[config.mk]
export PLATFORM = sky130hd
export DESIGN_NAME = dma_irq_merge
export DESIGN_NICKNAME = d
export VERILOG_FILES = /design/src/rtl/dma_irq_pkg.sv /design/src/rtl/dma_irq_cause_latch.sv /design/src/rtl/dma_irq_chan_merge.sv /design/src/rtl/dma_irq_sys_merge.sv /design/src/rtl/dma_irq_merge.sv
export SDC_FILE = /design/constraint.sdc
export NUM_CORES = 1
export LEC_CHECK = 0
export BUFFER_PORTS_ARGS = -buffer_cell sky130_fd_sc_hd__buf_2
export CAP_MARGIN = 5
export CORE_AREA = 4 4 105 107
export DETAILED_ROUTE_END_ITERATION = 8
export DIE_AREA = 0 0 109 111
export PLACE_DENSITY = 0.67
export SYNTH_ARGS = -nofsm -noshare
export SYNTH_HDL_FRONTEND = slang
export SYNTH_SLANG_ARGS = --single-unit
[constraint.sdc]
create_clock -name clk_i -period 4.1 [get_ports clk_i]
set_clock_uncertainty 0.15 [all_clocks]
set_input_delay 0.82 -clock clk_i [delete_from_list [all_inputs] [get_ports clk_i]]
set_output_delay 0.82 -clock clk_i [all_outputs]
set_load 0.03 [all_outputs]
[src/rtl/dma_irq_pkg.sv]
package dma_irq_pkg;
  typedef enum logic [1:0] {
    CAUSE_END   = 2'd0,
    CAUSE_START = 2'd1,
    CAUSE_STOP  = 2'd2
  } cause_e;

  localparam int unsigned NUM_CAUSES = 3;
endpackage

[src/rtl/dma_irq_cause_latch.sv]
module dma_irq_cause_latch #(
  parameter int unsigned WIDTH = 16
) (
  input  logic             clk_i,
  input  logic             rst_ni,
  input  logic [WIDTH-1:0] set_i,
  input  logic [WIDTH-1:0] clr_i,
  output logic [WIDTH-1:0] q_o
);
  // set beats clear when both land together
  always_ff @(posedge clk_i or negedge rst_ni) begin
    if (!rst_ni) q_o <= '0;
    else         q_o <= set_i | (q_o & ~clr_i);
  end
endmodule

[src/rtl/dma_irq_chan_merge.sv]
module dma_irq_chan_merge #(
  parameter int unsigned NUM_SRC = 3
) (
  input  logic [NUM_SRC-1:0] flag_i,
  input  logic [NUM_SRC-1:0] en_i,
  output logic               irq_o
);
  assign irq_o = |(flag_i & en_i);
endmodule

[src/rtl/dma_irq_sys_merge.sv]
module dma_irq_sys_merge #(
  parameter int unsigned NUM_CH  = 16,
  parameter int unsigned SYS_W   = 32,
  parameter int unsigned SYS_BIT = 25
) (
  input  logic [NUM_CH-1:0] chan_irq_i,
  input  logic [SYS_W-1:0]  mask_i,
  output logic [SYS_W-1:0]  pend_o,
  output logic              cpu_irq_o
);
  logic any_chan;
  assign any_chan = |chan_irq_i;

  for (genvar b = 0; b < SYS_W; b++) begin : g_pend
    if (b == SYS_BIT) begin : g_live
      assign pend_o[b] = any_chan;
    end else begin : g_zero
      assign pend_o[b] = 1'b0;
    end
  end

  // only SYS_BIT can be non-zero in pend_o
  assign cpu_irq_o = |(pend_o & mask_i);
endmodule

[src/rtl/dma_irq_merge.sv]
module dma_irq_merge
  import dma_irq_pkg::*;
#(
  parameter int unsigned NUM_CH  = 16,
  parameter int unsigned SYS_W   = 32,
  parameter int unsigned SYS_BIT = 25
) (
  input  logic              clk_i,
  input  logic              rst_ni,
  input  logic [NUM_CH-1:0] evt_end_i,
  input  logic [NUM_CH-1:0] evt_start_i,
  input  logic [NUM_CH-1:0] evt_stop_i,
  input  logic [NUM_CH-1:0] en_end_i,
  input  logic [NUM_CH-1:0] en_start_i,
  input  logic [NUM_CH-1:0] en_stop_i,
  input  logic [NUM_CH-1:0] clr_end_i,
  input  logic [NUM_CH-1:0] clr_start_i,
  input  logic [NUM_CH-1:0] clr_stop_i,
  input  logic [SYS_W-1:0]  sys_mask_i,
  output logic [NUM_CH-1:0] raw_end_o,
  output logic [NUM_CH-1:0] raw_start_o,
  output logic [NUM_CH-1:0] raw_stop_o,
  output logic [NUM_CH-1:0] chan_irq_o,
  output logic [SYS_W-1:0]  sys_pend_o,
  output logic              cpu_irq_o
);
  localparam int unsigned IDX_END   = int'(CAUSE_END);
  localparam int unsigned IDX_START = int'(CAUSE_START);
  localparam int unsigned IDX_STOP  = int'(CAUSE_STOP);

  logic [NUM_CAUSES-1:0][NUM_CH-1:0] evt, clr, en, flag;

  assign evt[IDX_END]   = evt_end_i;
  assign evt[IDX_START] = evt_start_i;
  assign evt[IDX_STOP]  = evt_stop_i;
  assign clr[IDX_END]   = clr_end_i;
  assign clr[IDX_START] = clr_start_i;
  assign clr[IDX_STOP]  = clr_stop_i;
  assign en[IDX_END]    = en_end_i;
  assign en[IDX_START]  = en_start_i;
  assign en[IDX_STOP]   = en_stop_i;

  for (genvar c = 0; c < NUM_CAUSES; c++) begin : g_cause
    dma_irq_cause_latch #(.WIDTH(NUM_CH)) u_latch (
      .clk_i  (clk_i),
      .rst_ni (rst_ni),
      .set_i  (evt[c]),
      .clr_i  (clr[c]),
      .q_o    (flag[c])
    );
  end

  assign raw_end_o   = flag[IDX_END];
  assign raw_start_o = flag[IDX_START];
  assign raw_stop_o  = flag[IDX_STOP];

  for (genvar ch = 0; ch < NUM_CH; ch++) begin : g_chan
    logic [NUM_CAUSES-1:0] ch_flag, ch_en;
    for (genvar c = 0; c < NUM_CAUSES; c++) begin : g_pick
      assign ch_flag[c] = flag[c][ch];
      assign ch_en[c]   = en[c][ch];
    end
    dma_irq_chan_merge #(.NUM_SRC(NUM_CAUSES)) u_merge (
      .flag_i (ch_flag),
      .en_i   (ch_en),
      .irq_o  (chan_irq_o[ch])
    );
  end

  dma_irq_sys_merge #(
    .NUM_CH  (NUM_CH),
    .SYS_W   (SYS_W),
    .SYS_BIT (SYS_BIT)
  ) u_sys (
    .chan_irq_i (chan_irq_o),
    .mask_i     (sys_mask_i),
    .pend_o     (sys_pend_o),
    .cpu_irq_o  (cpu_irq_o)
  );
endmodule

==> summary.md, run 1 <==
| Metric | Value |
|---|---|
| Outcome | `finished clean` |
| Area leader, netlist | `dfrtp_1` |
| Reg2Reg Depth | `1` |
| Multi-input logic area | `681 um^2` |
| Slowest stage delay, CP | `0.56 ns` |
| Die height | `111 um` |
| Worst slew pin tran | `1.09 ns` |
| Die Wd | `109 um` |
| Final hold violations | `0` |
| CP cell instances | `buf_2 -> a222oi_1 -> nand4_1 -> or4_1 -> buf_2` |
| Vias in the first global route | `2,279` |
| PwrDens | `359 mW/mm^2` |
| Unique masters post-synth | `9` |
| Cells after Synth | `231` |
| FF/Latch Area | `0.00120 mm^2` |
| Post-cts resize count | `0` |
| Worst path required time | `3.13 ns` |
| Worst-Skew Late Latency | `0.29 ns` |
| Static Leak | `0.00209 uW` |
| Bufs and invs on worst path | `2` |
| Row count | `37` |
| Post-route clock period utilization | `83.3%` |
| Congestion Overflow GR | `0` |
| Startpoint Class | `input pin` |
| CTS tree | `built` |
| Flop2flop setup slack | `3.23 ns` |
| Maximum number of pins on one net before global-route repair | `49` |
| Via count | `2,302` |
| Final Max Tran Viols | `0` |
| Inserted Clock Buffers | `5` |
| Number of remaining DRC errors | `0` |
| Dpl hpwl | `6.23 mm` |
| Top Registers | `g_cause.u_latch.q_o x48` |
| Clock Path Buffers | `2` |
| VDD IR max | `0.150 mV` |
| # H-tree levels | `2` |
| Top cell type's share of synthesized area | `50.7%` |
| CP Capture Type | `output pin` |
| CTS root buffer | `clkbuf_8` |
| Max FO, Critical Path | `2` |
| DRT Pass-1 Iters | `6` |
| Final nets | `610` |
| Max_slew headroom | `27.6%` |
| Pre-CTS WS | `0.561 ns` |
| First-pass GRT wire length | `10.6 mm` |
| Post-CTS Setup Bufs | `0` |
| Buffers on Ports | `212` |
| Final worst setup slack | `0.683 ns` |
| Reg2reg end | `g_cause[2].u_latch.q_o[10]` |
| Hold buffers post-CTS | `0` |
| Worst Path Arrival | `2.45 ns` |
| Core area | `0.0101 mm^2` |
| Antenna diodes | `0` |
| Ports | `275` |
| Hold depth | `1` |
| Max cap viols | `0` |
| Most frequent CP cell | `buf_2` |
| Top Family by Delay on Critical Path | `simple AND/OR/NAND/NOR gates` |
| Synth area leaders | `dfrtp_1, a21o_1, buf_4` |
| Crit. path cell count | `5` |
| Layout cells sized above 1 | `50.7%` |
| Total Wirelength | `7.20 mm` |
| DR WL/cell | `12.7 um` |
| Clock Sinks | `48` |
| Post-synthesis sequential area ratio | `50.7%` |
| Hold Path End | `g_cause[1].u_latch.q_o[12]` |
| F_max | `293 MHz` |
| Avg Inst Size Synth | `10.3 um^2` |
| Synth Warn # | `0` |
| Tmin final | `3.42 ns` |
| Worst reg2reg startpoint | `g_cause[2].u_latch.q_o[10]` |
| TNS Setup | `0 ns` |
| Reg clk slew, reported paths | `0.08 ns` |
| RSZ-0062 raised after global routing | `false` |
| Fillers | `1,049` |
| Number of setup violations in the final report | `0` |
| GRT Util Overall | `11.0%` |
| CP max stage cell | `or4_1` |
| Via-per-instance ratio | `4.05` |
| Max reg flops | `48` |
| Hold_sp | `g_cause[1].u_latch.q_o[12]` |
| CP Class | `in2out` |
| RD Place Congestion | `0.833` |
| Area growth from synthesis to layout | `46.9%` |
| Flops & latches, synth | `48` |
| Detailed router's first-iteration violation count | `78` |
| Initial Util | `23.4%` |
| Worst Hold Class | `reg2reg` |
| Post-route ant nets | `0` |
| Cell area after synthesis | `0.00237 mm^2` |
| Initial antenna violation count | `0` |
| Largest Register | `g_cause.u_latch.q_o` |
| Die ar. | `0.0121 mm^2` |
==> Yosys cell counts <==
| cell type | instances |
|---|---|
| a222oi_1 | 16 |
| inv_1 | 64 |
| or4_1 | 1 |
| conb_1 | 1 |
| dfrtp_1 | 48 |
| buf_4 | 48 |
| nand4_1 | 4 |
| a21o_1 | 48 |
| o41a_1 | 1 |
==> metal layers <==
layer  GRT usage (%)  routed length, um
met1            12.7               2660
met2            20.1               3640
met3            2.91                882
met4            2.27                 17
met5               0                  0
==> worst max-delay path by stage <==
stage	from	slack, ns	endpoint
CTS	en_end_i[0]	0.56	sys_pend_o[25]
detailed placement	en_end_i[0]	0.56	sys_pend_o[25]
global placement	en_end_i[0]	0.57	sys_pend_o[25]
finish	en_end_i[0]	0.68	sys_pend_o[25]
floorplan	en_end_i[10]	1.12	sys_pend_o[25]
global route	en_end_i[12]	0.48	sys_pend_o[25]
==> cell type report <==
class	count	share of cell area (%)
multi-input combinational	101	19.5
sequential	48	34.5
inverter	64	6.90
tap	136	4.89
timing repair buffer	212	30.5
clock buffer	5	1.98
clock inverter	2	1.72
==> power breakdown <==
group / internal (uW) / switching [uW]
sequential: 505 / 28.4
clock: 240 / 154
combinational: 114 / 209
total: 860 / 391
==> cell usage in the layout (no fill, tap or decap) <==
master	n
bufinv_16	2
buf_2	212
inv_1	64
nand4_1	4
conb_1	31
o41a_1	1
dfrtp_1	48
a21o_1	48
clkbuf_8	5
a222oi_1	16
or4_1	1
==> through the flow <==
stage	power, uW	util [%]	hold slack (ns)	cell area, um^2	std cells
3_3_place_gp	865	33.1	0.333	3350	561
6_report	1250	34.3	0.360	3480	568
3_5_place_dp	870	33.1	0.341	3350	561
4_1_cts	1280	34.3	0.362	3480	568
5_1_grt	1320	34.3	0.380	3480	568
2_1_floorplan	768	-	0.374	2480	261
==> logic make-up (layout without fill, tap and decap cells) <==
logic type	after synthesis	in the layout	synth area share (%)
buffers and inverters	112	283	25.3
AOI/OAI and AO/OA	65	65	22.4
DFF	48	48	50.7
and+or+nand+nor	5	5	1.37
other	1	31	0.158
(Power assumes the default switching activity.)
==> run 2, diff against run 1 <==
==> constraint.sdc (replaced) <==
create_clock -name clk_i -period 3.4 [get_ports clk_i]
set_clock_uncertainty 0.15 [all_clocks]
set_input_delay 0.68 -clock clk_i [delete_from_list [all_inputs] [get_ports clk_i]]
set_output_delay 0.68 -clock clk_i [all_outputs]
set_load 0.03 [all_outputs]
==> run 2 against run 1 <==
Effect of this change:
- die area unchanged
- clock-buffer cell count did not move
- flip-flop and latch count unchanged
- combinational power up 21%
- first-iteration DRC count down 2.6%
- power is 21% higher
- critical path type unchanged
- largest power group unchanged
==> summary.md, run 2 (synthesis gave the netlist of run 1 again) <==
| Metric | Value |
|---|---|
| Outcome | `finished clean` |
| Sw Pwr | `473 uW` |
| DRT Pass-1 Iters | `4` |
| Vias in the first global route | `2,272` |
| Startpoint Class | `input pin` |
| Post-cts resize count | `0` |
| Worst Path Arrival | `2.34 ns` |
| RD Place Congestion | `0.837` |
| Post-CTS Setup Bufs | `0` |
| Dpl hpwl | `6.21 mm` |
| Worst path required time | `2.57 ns` |
| Total Wirelength | `7.17 mm` |
| CP cell instances | `buf_2 -> a222oi_1 -> nand4_1 -> or4_1 -> buf_2` |
| Top Family by Delay on Critical Path | `simple AND/OR/NAND/NOR gates` |
| Gr busiest metal | `met2` |
| Initial Util | `23.4%` |
| Initial antenna violation count | `0` |
| Bufs and invs on worst path | `2` |
| Static Leak | `0.00209 uW` |
| Detailed router's first-iteration violation count | `76` |
| Met2 GRT Util | `19.7%` |
| Inserted Clock Buffers | `5` |
| Reg power frac | `42.7%` |
| Congestion Overflow GR | `0` |
| Worst slew pin tran | `1.07 ns` |
| CP Class | `in2out` |
| FF/Latch Area | `0.00120 mm^2` |
| Reg clk slew, reported paths | `0.09 ns` |
| Antenna diodes | `0` |
| Part of the power in combinational logic | `25.9%` |
| CP max stage cell | `a222oi_1` |
| F_max | `315 MHz` |
| First-pass GRT wire length | `10.6 mm` |
| Most frequent CP cell | `buf_2` |
| RSZ-0062 raised after global routing | `false` |
| Worst-Skew Late Latency | `0.30 ns` |
| Clock Path Buffers | `2` |
| Number of remaining DRC errors | `0` |
| DR WL/cell | `12.6 um` |
| Top Registers | `g_cause.u_latch.q_o x48` |
| Row count | `37` |
| CTS root buffer | `clkbuf_8` |
| Max reg flops | `48` |
| Die ar. | `0.0121 mm^2` |
| Core area | `0.0101 mm^2` |
| Multi-input logic area | `681 um^2` |
| Max_slew headroom | `28.9%` |
| Commonest non-fill, non-tap cells in the layout | `buf_2, inv_1, a21o_1, dfrtp_1, conb_1` |
| Worst Hold Class | `reg2reg` |
| Area growth from synthesis to layout | `46.9%` |
| Sw Ratio | `31.3%` |
| Maximum number of pins on one net before global-route repair | `49` |
| Met1 Usage GRT | `12.5%` |
| Max cap viols | `0` |
| Fillers | `1,023` |
| Post-route ant nets | `0` |
| Fin util | `34.3%` |
| Flop2flop setup slack | `2.54 ns` |
| Die height | `111 um` |
| Die Wd | `109 um` |
| Most common cell after layout, fill and taps aside | `buf_2` |
| Largest Register | `g_cause.u_latch.q_o` |
| TNS Setup | `0 ns` |
| Buffers on Ports | `212` |
| Final nets | `610` |
| Max FO, Critical Path | `2` |
| GRT Util Overall | `11.2%` |
| Number of setup violations in the final report | `0` |
| Slowest stage delay, CP | `0.56 ns` |
| Tmin final | `3.17 ns` |
| # H-tree levels | `2` |
| Clock Sinks | `48` |
| Hold buffers post-CTS | `0` |
| Final hold violations | `0` |
| Pint | `1040 uW` |
| CP Capture Type | `output pin` |
| Via count | `2,311` |
| Layout cells sized above 1 | `50.7%` |
| M3 GR Usage | `3.44%` |
| PwrDens | `433 mW/mm^2` |
| Post-route clock period utilization | `93.3%` |
| CTS tree | `built` |
| Clock share of power | `31.5%` |
| VDD IR max | `0.152 mV` |
| Final Max Tran Viols | `0` |
| Ports | `275` |
| Via-per-instance ratio | `4.07` |
run 2: power groups by stage:
stage / Sequential, uW / Clock (uW) / Combinational, uW
3_5_place_dp: 654 / 0 / 394
3_3_place_gp: 653 / 0 / 390
2_1_floorplan: 726 / 0 / 200
5_1_grt: 649 / 521 / 421
4_1_cts: 644 / 500 / 394
6_report: 644 / 475 / 390
run 2: final timing paths:
path	start	endpoint	cells after the start
max in group asynchronous	rst_ni	g_cause[1].u_latch.q_o[10]	1
min in group asynchronous	rst_ni	g_cause[0].u_latch.q_o[13]	1
worst max-delay path	en_end_i[0]	sys_pend_o[25]	5
worst min-delay path	g_cause[2].u_latch.q_o[3]	g_cause[2].u_latch.q_o[3]	1
worst min register to register	g_cause[2].u_latch.q_o[3]	g_cause[2].u_latch.q_o[3]	1
worst max register to register	g_cause[2].u_latch.q_o[10]	g_cause[2].u_latch.q_o[10]	1
run 2: layer usage:
layer / vias up / share of wire [%] / wire [um]
met1: 1051 / 37 / 2620
met2: 169 / 48 / 3480
met3: 11 / 13 / 924
met5: - / 0 / 0
li1: 1080 / - / -
met4: 0 / 2.0 / 147
run 2: cell type report:
class / instances / area share (%)
clock buffer: 5 / 1.98
clock inverter: 2 / 1.72
inverter: 64 / 6.90
multi-input combinational: 101 / 19.5
sequential: 48 / 34.5
tap: 136 / 4.89
timing repair buffer: 212 / 30.5
run 2: per-stage QoR:
step / setup slack, ns / power, uW / cells / hold WS (ns) / cell area (um^2)
final: 0.229 / 1510 / 568 / 0.357 / 3480
after global placement: 0.178 / 1040 / 561 / 0.333 / 3350
after detailed placement: 0.179 / 1050 / 561 / 0.337 / 3350
after floorplan: 0.697 / 926 / 261 / 0.234 / 2480
after global routing: 0.0642 / 1590 / 568 / 0.377 / 3480
after CTS: 0.169 / 1540 / 568 / 0.360 / 3480
